**config.mk**
```make
export PLATFORM = sky130hd
export DESIGN_NAME = pwm_bank
export DESIGN_NICKNAME = d
export VERILOG_FILES = /design/src/rtl/pwm_bank_pkg.sv /design/src/rtl/pwm_bank_regs.sv /design/src/rtl/pwm_bank_chan.sv /design/src/rtl/pwm_bank.sv
export SDC_FILE = /design/constraint.sdc
export NUM_CORES = 2
export LEC_CHECK = 0
export BUFFER_PORTS_ARGS = -buffer_cell sky130_fd_sc_hd__buf_2
export CAP_MARGIN = 20
export CORE_MARGIN = 4
export CORE_UTILIZATION = 33
export CTS_CLUSTER_SIZE = 28
export DETAILED_ROUTE_END_ITERATION = 10
export GPL_TIMING_DRIVEN = 1
export PLACE_DENSITY = 0.46
export SYNTH_ARGS = -nofsm -noshare
export SYNTH_HDL_FRONTEND = slang
export SYNTH_SLANG_ARGS = --single-unit
```
**constraint.sdc**
```tcl
create_clock -name clk -period 9.8 [get_ports clk]
set_clock_uncertainty 0.1 [all_clocks]
set_input_delay 0.98 -clock clk [delete_from_list [all_inputs] [get_ports clk]]
set_output_delay 0.98 -clock clk [all_outputs]
set_load 0.05 [all_outputs]
```
**src/rtl/pwm_bank_pkg.sv**
```systemverilog
package pwm_bank_pkg;
  localparam int CNT_W  = 24;
  localparam int PS_W   = 3;
  localparam int DATA_W = 32;

  typedef struct packed {
    logic [PS_W-1:0]  pscale;
    logic [CNT_W-1:0] span;
    logic [CNT_W-1:0] hi;
    logic             pol_norm;
  } wave_cfg_t;
endpackage

```
**src/rtl/pwm_bank_regs.sv**
```systemverilog
module pwm_bank_regs
  import pwm_bank_pkg::*;
#(
  parameter int NCH = 6,
  parameter int AW  = 4
) (
  input  logic                  clk,
  input  logic                  rst,
  input  logic                  wr_en,
  input  logic                  rd_en,
  input  logic [AW-1:0]         addr,
  input  logic [DATA_W-1:0]     wdata,
  output logic [DATA_W-1:0]     rdata,
  output wave_cfg_t [NCH-1:0]   cfg,
  output logic [NCH-1:0]        trig,
  output logic [NCH-1:0]        smooth
);
  logic [NCH-1:0]   trig_r, pol_r, drive_r, smooth_r;
  logic [PS_W-1:0]  ps_r   [NCH];
  logic [CNT_W-1:0] per_r  [NCH];
  logic [CNT_W-1:0] duty_r [NCH];
  logic [DATA_W-1:0] rd_mux;

  always_ff @(posedge clk) begin
    if (rst) begin
      trig_r   <= '0;
      pol_r    <= '0;
      drive_r  <= '0;
      smooth_r <= '0;
      for (int c = 0; c < NCH; c++) begin
        ps_r[c]   <= '0;
        per_r[c]  <= '0;
        duty_r[c] <= '0;
      end
    end else if (wr_en) begin
      if (addr == '0) begin
        trig_r   <= wdata[NCH-1:0];
        pol_r    <= wdata[8 +: NCH];
        drive_r  <= wdata[16 +: NCH];
        smooth_r <= wdata[24 +: NCH];
      end else if (addr == AW'(1)) begin
        for (int c = 0; c < NCH; c++) ps_r[c] <= wdata[4*c +: PS_W];
      end else begin
        for (int c = 0; c < NCH; c++) begin
          if (addr == AW'(2 + 2*c)) per_r[c]  <= wdata[CNT_W-1:0];
          if (addr == AW'(3 + 2*c)) duty_r[c] <= wdata[CNT_W-1:0];
        end
      end
    end
  end

  always_comb begin
    rd_mux = '0;
    if (addr == '0) begin
      rd_mux[NCH-1:0]   = trig_r;
      rd_mux[8 +: NCH]  = pol_r;
      rd_mux[16 +: NCH] = drive_r;
      rd_mux[24 +: NCH] = smooth_r;
    end else if (addr == AW'(1)) begin
      for (int c = 0; c < NCH; c++) rd_mux[4*c +: PS_W] = ps_r[c];
    end else begin
      for (int c = 0; c < NCH; c++) begin
        if (addr == AW'(2 + 2*c)) rd_mux[CNT_W-1:0] = per_r[c];
        if (addr == AW'(3 + 2*c)) rd_mux[CNT_W-1:0] = duty_r[c];
      end
    end
  end

  always_ff @(posedge clk) begin
    if (rst)        rdata <= '0;
    else if (rd_en) rdata <= rd_mux;
    else            rdata <= '0;
  end

  always_comb begin
    for (int c = 0; c < NCH; c++) begin
      cfg[c].pscale   = ps_r[c];
      cfg[c].span     = per_r[c];
      cfg[c].hi       = duty_r[c];
      cfg[c].pol_norm = pol_r[c];
    end
  end

  assign trig   = trig_r;
  assign smooth = smooth_r;
endmodule

```
**src/rtl/pwm_bank_chan.sv**
```systemverilog
module pwm_bank_chan
  import pwm_bank_pkg::*;
#(
  parameter int LAT = 8
) (
  input  logic      clk,
  input  logic      rst,
  input  wave_cfg_t shadow,
  input  logic      trig,
  input  logic      smooth,
  output logic      pwm_o
);
  localparam int LW = (LAT > 1) ? $clog2(LAT) : 1;

  logic             trig_q;
  wave_cfg_t        staged, act;
  logic             pend_fast, pend_slow;
  logic [LW-1:0]    wait_cnt;
  logic [PS_W-1:0]  pre;
  logic [CNT_W-1:0] pos;
  logic rise, running, tick, last, commit_go, wave;

  assign rise      = trig & ~trig_q;
  assign running   = act.span >= CNT_W'(2);
  assign tick      = pre == act.pscale;
  assign last      = tick && (pos == act.span - CNT_W'(1));
  // a new rise supersedes a commit that would fire in the same cycle
  assign commit_go = ~rise & ((pend_fast && wait_cnt == '0) ||
                              (pend_slow && (last || !running)));
  assign wave      = running && (pos < act.hi);

  always_ff @(posedge clk) begin
    if (rst) begin
      trig_q    <= 1'b0;
      staged    <= '0;
      pend_fast <= 1'b0;
      pend_slow <= 1'b0;
      wait_cnt  <= '0;
    end else begin
      trig_q <= trig;
      if (rise) begin
        staged    <= shadow;
        pend_fast <= ~smooth;
        pend_slow <= smooth;
        wait_cnt  <= LW'(LAT - 1);
      end else if (commit_go) begin
        pend_fast <= 1'b0;
        pend_slow <= 1'b0;
      end else if (pend_fast && wait_cnt != '0) begin
        wait_cnt <= wait_cnt - LW'(1);
      end
    end
  end

  always_ff @(posedge clk) begin
    if (rst) begin
      act <= '0;
      pre <= '0;
      pos <= '0;
    end else if (commit_go) begin
      act <= staged;
      pre <= '0;
      pos <= '0;
    end else if (!running) begin
      pre <= '0;
      pos <= '0;
    end else if (tick) begin
      pre <= '0;
      pos <= last ? '0 : pos + CNT_W'(1);
    end else begin
      pre <= pre + PS_W'(1);
    end
  end

  always_ff @(posedge clk) begin
    if (rst)                  pwm_o <= 1'b1;
    else if (!trig && !smooth) pwm_o <= 1'b1;
    else                      pwm_o <= act.pol_norm ? wave : ~wave;
  end
endmodule

```
**src/rtl/pwm_bank.sv**
```systemverilog
module pwm_bank
  import pwm_bank_pkg::*;
#(
  parameter int NCH = 6,
  parameter int LAT = 8,
  localparam int AW = $clog2(2 + 2*NCH)
) (
  input  logic              clk,
  input  logic              rst,
  input  logic              wr_en,
  input  logic              rd_en,
  input  logic [AW-1:0]     addr,
  input  logic [DATA_W-1:0] wdata,
  output logic [DATA_W-1:0] rdata,
  output logic [NCH-1:0]    pwm_out
);
  wave_cfg_t [NCH-1:0] cfg;
  logic [NCH-1:0]      ctl_trig, ctl_smooth;

  pwm_bank_regs #(.NCH(NCH), .AW(AW)) u_regs (
    .clk(clk), .rst(rst), .wr_en(wr_en), .rd_en(rd_en), .addr(addr),
    .wdata(wdata), .rdata(rdata), .cfg(cfg), .trig(ctl_trig),
    .smooth(ctl_smooth)
  );

  for (genvar c = 0; c < NCH; c++) begin : g_chan
    pwm_bank_chan #(.LAT(LAT)) u_chan (
      .clk(clk), .rst(rst), .shadow(cfg[c]), .trig(ctl_trig[c]),
      .smooth(ctl_smooth[c]), .pwm_o(pwm_out[c])
    );
  end
endmodule

```
Yosys cells after proc, flatten, opt, wreduce, memory -nomap -nowiden
Memory sizes are Yosys's and may differ from the RTL's.
Index checks and enable logic that the tools add are counted.
{ "totals": {"ff_bits": 884, "mem_bits_rw": 306, "output_inout_bits": 38, "elab_cells": 520, "memories": 3} }
{ "op_classes": {"n_addsub": 24, "n_lt_le_gt_ge": 12, "n_eq_ne": 31, "muxes": 169, "bitwise": 62, "n_reduce_logical": 120} }
{ "memory_table": {"columns": ["memory", "depth", "width", "read_ports", "rd_ports_with_merged_regs", "write_ports", "line_no", "source"], "rows": [
  ["u_regs.duty_r", 6, 24, 6, 0, 6, "pwm_bank_regs.sv:21", "logic [CNT_W-1:0] duty_r [NCH];"],
  ["u_regs.per_r", 6, 24, 6, 0, 6, "pwm_bank_regs.sv:20", "logic [CNT_W-1:0] per_r [NCH];"],
  ["u_regs.ps_r", 6, 3, 6, 0, 6, "pwm_bank_regs.sv:19", "logic [PS_W-1:0] ps_r [NCH];"]
]} }
{ "ops": {"columns": ["cell", "n"], "rows": [
  ["24-bit two-way mux", 30],
  ["24-bit by 1-bit adder with 24-bit output (second input constant)", 6],
  ["24-bit == test", 6],
  ["24-bit by 2-bit greater-or-equal comparator with 1-bit output (second input constant)", 6],
  ["24-bit < comparator", 6],
  ["24-bit by 1-bit subtractor with 24-bit output (second input constant)", 6],
  ["1-bit two-way mux", 106],
  ["3-bit two-way mux", 30],
  ["1-bit logical AND", 36],
  ["1-bit inverter", 32],
  ["4-bit OR reduction", 7],
  ["4-bit == test (second input constant)", 6],
  ["2-bit nonzero test", 12],
  ["3-bit OR reduction", 8],
  ["3-bit by 1-bit adder with 3-bit output (second input constant)", 6],
  ["3-bit == test", 6],
  ["1-bit zero test", 18],
  ["3-bit zero test", 6],
  ["6-bit two-way mux", 3],
  ["1-bit bitwise OR", 18],
  ["3-bit nonzero test", 6],
  ["3-bit by 1-bit subtractor with 3-bit output (second input constant)", 6],
  ["4-bit by 3-bit == test with 1-bit output (second input constant)", 4],
  ["2-bit AND reduction", 7],
  ["7 further kinds", 41]
]} }

Depth between registers and ports, before layout
{ "logic_depth": {"ltp_word": 15, "mapped_depth": 15, "ltp_nobuf": 11} }

Modules after synthesis
Synthesis repeated with hierarchy kept, for this count alone.
{ "hier_totals": {"hier_cells": 6420, "hier_area_um2": 58773.9} }
{ "by_module_without_submodules": {"columns": ["module", "instances", "cells_per_inst", "area_each_um2"], "rows": [
  ["pwm_bank_chan (g_chan[0].u_chan ...)", 5, 828, 7055.5],
  ["pwm_bank_regs", 1, 1415, 16667.2],
  ["pwm_bank_chan (g_chan[5].u_chan)", 1, 865, 6829.0]
]} }

Worst setup path after synthesis
Ideal clock, no wire load.
{ "synth_timing": {"kind": "register to register", "from": "reg g_chan[1].u_chan.act[25] (netlist bit)", "to": "reg g_chan[1].u_chan.act[27] (netlist bit)", "setup_time_ns": 0.128, "arrival_ns": 3.365, "t_required_ns": 9.572, "path_slack_ns": 6.208, "stages_incl_launch_ff": 16, "n_path_buf": 4, "synth_period_minus_slack_ns": 3.592, "path_cell_list": "dfxtp_1 clkbuf_1 inv_1 ha_1 or4b_1 clkbuf_1 or4_1 a221o_1 a22oi_1 o2111ai_1 nor4_1 a311oi_1 buf_2 buf_6 mux2i_1 nor2_1"} }
{ "synth_via": {"elab_chain_cells": 7, "word_cells_on_any_way": 9, "classes_between": "add/sub (1); order compare (1); eq/ne (1); bitwise (1); reduce/logical (5)"} }
{ "synth_rtl": {"columns": ["element", "line_no", "source"], "rows": [
  ["from (decl)", "pwm_bank_chan.sv:16", "wave_cfg_t staged, act;"],
  ["from (signal assigned)", "pwm_bank_chan.sv:61", "act <= staged;"],
  ["24-bit by 1-bit subtractor with 24-bit output", "pwm_bank_chan.sv:26", "assign last = tick && (pos == act.span - CNT_W'(1));"],
  ["24-bit == test", "pwm_bank_chan.sv:26", null],
  ["1-bit logical AND", "pwm_bank_chan.sv:26", null],
  ["1-bit logical OR *", "pwm_bank_chan.sv:29", "(pend_slow && (last || !running)));"],
  ["1-bit logical AND *", "pwm_bank_chan.sv:29", null],
  ["1-bit logical OR *", "pwm_bank_chan.sv:28", "assign commit_go = ~rise & ((pend_fast && wait_cnt == '0) ||"],
  ["1-bit AND *", "pwm_bank_chan.sv:28", null]
]} }
Mark *: on every way between the ends. The rest lies on a longest branch, timed or not.
A chain may end at the register's enable or synchronous reset.

Final worst setup path
{ "layout_timing": {"from": "reg g_chan[0].u_chan.act[30] (netlist bit)", "to": "reg g_chan[0].u_chan.pos[7]"} }
{ "layout_via": {"elab_chain_cells": 8, "word_cells_on_any_way": 12, "classes_between": "add/sub (1); order compare (1); eq/ne (1); mux (1); bitwise (2); reduce/logical (6)"} }
{ "layout_rtl": {"columns": ["element", "line_no", "source"], "rows": [
  ["from (decl)", "pwm_bank_chan.sv:16", null],
  ["from (signal assigned)", "pwm_bank_chan.sv:61", null],
  ["24-bit by 1-bit subtractor with 24-bit output", "pwm_bank_chan.sv:26", null],
  ["24-bit == test", "pwm_bank_chan.sv:26", null],
  ["1-bit logical AND", "pwm_bank_chan.sv:26", null],
  ["1-bit logical OR", "pwm_bank_chan.sv:29", null],
  ["1-bit logical AND", "pwm_bank_chan.sv:29", null],
  ["1-bit logical OR", "pwm_bank_chan.sv:28", null],
  ["1-bit AND", "pwm_bank_chan.sv:28", null],
  ["3-bit OR reduction (no line)", null, null],
  ["to (signal assigned)", "pwm_bank_chan.sv:69", "pos <= last ? '0 : pos + CNT_W'(1);"],
  ["to (decl)", "pwm_bank_chan.sv:20", "logic [CNT_W-1:0] pos;"]
]} }
Several ways; a longest one is shown, not always the timed one.

==> impl_results.md <==
* Status: complete, no violations
* CORE AREA at 165,200 um^2
* Reg2reg end: g_chan[0].u_chan.pos[7]$_SDFFE_PP0P_
* Hold Vio Cnt, Final at 0
* Simple-gate portion of the synthesized area at 20.56%
* Fillers at 16,823
* Largest net degree at the start of global routing at 100
* Critical path peak fanout at 22
* Final hold slack at 0.3532 ns
* Worst skew pair latency at 0.79 ns
* Initial DRC Count at 3,677
* Pwr/cell area at 176.9 nW/um^2
* Register area at 26,850 um^2
* DRC violations left at 0
* Final setup fails at 0
* Post-synth cell types at 93
* Row count at 149
* Most used cell, CP: or4_1
* Crit path launch type: flop
* Vias in the first global route at 39,228
* Buf+Inv Stages, Crit Path at 0
* Starting Density at 33.25%
* Worst Path Class, Setup: reg -> reg
* Post-synthesis sequential area ratio at 48.88%
* Arr. time, crit path at 5.27 ns
* Commonest non-fill, non-tap cells in the layout: dfxtp_1, nand2_1, nor2_1, a21oi_1, mux2i_1
* CP max stage cell: nand3b_1
* Max cap viols at 0
* Setup crit start: g_chan[0].u_chan.act[30]$_SDFFE_PP0P_
* Clk sinks at 1,188
* Postcts setup bufs at 0
* Fmax at 0.2137 GHz
* R2R Setup Slk at 5.12 ns
* Leading cell type in the layout, fill and taps excluded: dfxtp_1
* Multi-input logic area at 25,920 um^2
* Final Cell Area at 62,040 um^2
* Data required, critical path at 10.39 ns
* CTS root buffer: clkbuf_16
* Post-synthesis compound-gate area fraction at 10.57%
* Die Span Y at 416.0 um
* Largest family of logic cells by synthesized area: simple AND/OR/NAND/NOR gates
* DP Wirelength at 126,500 um
* Post-Synthesis Cells at 5,940
* Worst-path cell chain: or4_1 > or4_1 > o41a_1 > a31oi_1 > nor4_1 > and3_1 > o21ai_4 > nand3b_1 > nor2_1
* Final Max Slew Viols at 0
* I/O Pins at 78
* Post-synthesis mux area share at 6.053%
* Fraction of registers with async set/reset at 0%
* Main flop type after synthesis: dfxtp_1
* Max_slew headroom at 23.98%
* Total grt overflow at 0
* Max incr delay on CP at 0.82 ns
* Chip width at 416.0 um
* Num CTS Buffers at 139
* XOR/XNOR Fraction of Synth Area at 5.661%
* Leak pwr at 0.02454 uW
* Die area at 173,000 um^2
* Drt wl/cell at 21.79 um
* Critical path depth at 9
* FF+latch count, synth at 1,188
* Initial antenna violation count at 22
* DR vias/cell at 5.094
* Longest Clk Path Bufs at 3
* Final Wtd Congestion at 0.8614
* Worst VDD drop at 0.1595 mV
* Vias at 41,651
* Clk slew on worst S/H paths at 0.06 ns
* H-tree depth at 4
* Detailed Route WL at 178,200 um
* Setup TNS at 0 ns
* Worst min-delay path class: reg -> reg
* Measured slew at the worst slew-check pin at 1.139 ns
* Post-synthesis adder-cell area fraction at 3.964%
* Fin nets at 6,073
* Type of destination of the critical path: flop
* PostCTS Resize Cnt at 0
* Number of enable flip-flop cells after synthesis at 306
* Delay-heaviest family, CP: simple AND/OR/NAND/NOR gates
* Fin crit share at 47.74%
* Post-route ant nets at 0
* Gr usage total at 20.08%
* Post-CTS Hold Fix Bufs at 0
* P&R area growth vs syn at 12.96%
* RSZ-0062 raised after global routing: no
* Minimum clock period at 4.679 ns
* Port buffer count at 73
* CTS tree: yes
* First-pass GRT wire length at 263,600 um
* Pre-Repair DR Iteration Count at 8
* Synth warn at 0
* Placed inst area at 57,200 um^2
* Synth Area per Inst at 9.246 um^2
* Synthesized cell area at 54,920 um^2
* Worst reg-to-reg path cell count at 9
* Reg2reg start: g_chan[0].u_chan.act[30]$_SDFFE_PP0P_
* Post-layout power at 10,980 uW
* Share of post-route cells with drive strength above 1 at 7.162%
* CP endpoint: g_chan[0].u_chan.pos[7]$_SDFFE_PP0P_
-- worst min-delay path by stage --
stage | from | slack, ns | cells past startpoint | to
final | g_chan[1].u_chan.staged[44]$_SDFFE_PP0P_ | 0.35 | 2 | g_chan[1].u_chan.staged[44]$_SDFFE_PP0P_
after global routing | wdata[27] | 0.32 | 3 | u_regs.smooth[3]$_SDFFE_PP0P_
after CTS | wdata[27] | 0.30 | 3 | u_regs.smooth[3]$_SDFFE_PP0P_
after detailed placement | g_chan[3].u_chan.pre[0]$_SDFF_PP0_ | 0.35 | 1 | g_chan[3].u_chan.pre[0]$_SDFF_PP0_
after global placement | u_regs.drive_r[4]$_SDFFE_PP0P_ | 0.34 | 2 | u_regs.drive_r[4]$_SDFFE_PP0P_
after floorplan | g_chan[1].u_chan.pre[0]$_SDFF_PP0_ | 0.33 | 1 | g_chan[1].u_chan.pre[0]$_SDFF_PP0_
-- power breakdown --
part | leakage [uW] | internal (uW) | switching (uW)
clock network | 0.00230 | 3180 | 2180
logic | 0.0122 | 82.2 | 282
registers | 0.0100 | 5130 | 117
total | 0.0245 | 8390 | 2580
-- metrics by stage --
stage	setup slack, ns	cells	util, %
2_1_floorplan	6.208	5941	-
3_3_place_gp	5.089	7898	34.59
3_5_place_dp	5.076	7901	34.63
4_1_cts	5.035	8159	37.48
5_1_grt	4.703	8172	37.55
6_report	5.121	8176	37.56
-- sequential cells by signal, summed over array words and instances, names as in the netlist, 30 cells and up --
signal	flops
u_regs.duty_r	144
g_chan.u_chan.act	312
u_regs.per_r	144
g_chan.u_chan.pos	144
g_chan.u_chan.staged	312
u_regs.rdata	30
-- cell usage after synthesis, drive strengths merged, types with 19 or more instances --
cell type	n	area share, %
a211oi	22	0.30
a21o	70	0.96
nand3b	19	0.26
ha	174	4.0
or4	38	0.53
inv	206	1.4
nor2b	28	0.32
or3	26	0.30
and3	45	0.51
edfxtp	306	17
buf	91	1.0
nand3	103	0.94
xor2	173	2.8
nand2b	46	0.52
o21ai	94	0.86
nor2	653	4.5
nand4	75	0.85
a22oi	66	0.90
mux2i	322	5.9
nor4	52	0.65
a21oi	442	4.0
clkbuf	277	1.9
nor3	85	0.79
dfxtp	882	32
a31oi	39	0.44
and4	20	0.32
xnor2	182	2.9
nand2	829	5.7
and2	315	3.6
-- worst reg2reg max path: stages, from the launching register on --
cell and delay, ns:
dfxtp_1 0.39, or4_1 0.66, or4_1 0.58, o41a_1 0.41, a31oi_1 0.18, nor4_1 0.12
and3_1 0.26, o21ai_4 0.78, nand3b_1 0.83, nor2_1 0.29
-- layer usage --
metal	share of wire [%]	up-vias	track usage, %	wire length, um
met5	0	-	0	0
met4	3.4	0	7.147	6081
met3	5.0	235	2.894	8950
met2	44	949	30.30	77540
met1	48	20145	29.15	85590
li1	-	20322	-	-
-- kinds of logic (layout without fill, tap and decap cells) --
logic type                 count (synthesis)  after routing
and+or+nand+nor                         2390           2390
DFF                                     1188           1188
AOI/OAI and AO/OA                        927            927
buffers and inverters                    574            609
xor gates and xnor gates                 355            355
muxes                                    331            331
adders and majority gates                174            174
other                                      1             13
-- layout make-up --
| class | instances | area share [%] |
|---|---|---|
| Clock inverter | 48 | 1.031 |
| Tap cell | 2189 | 4.415 |
| Inverter | 206 | 1.246 |
| Timing Repair Buffer | 145 | 1.642 |
| Antenna cell | 11 | 0.04437 |
| Sequential cell | 1188 | 43.27 |
| Multi-Input combinational cell | 4179 | 41.79 |
| Clock buffer | 210 | 6.564 |
Note: power is estimated with default switching activity, not from simulation.
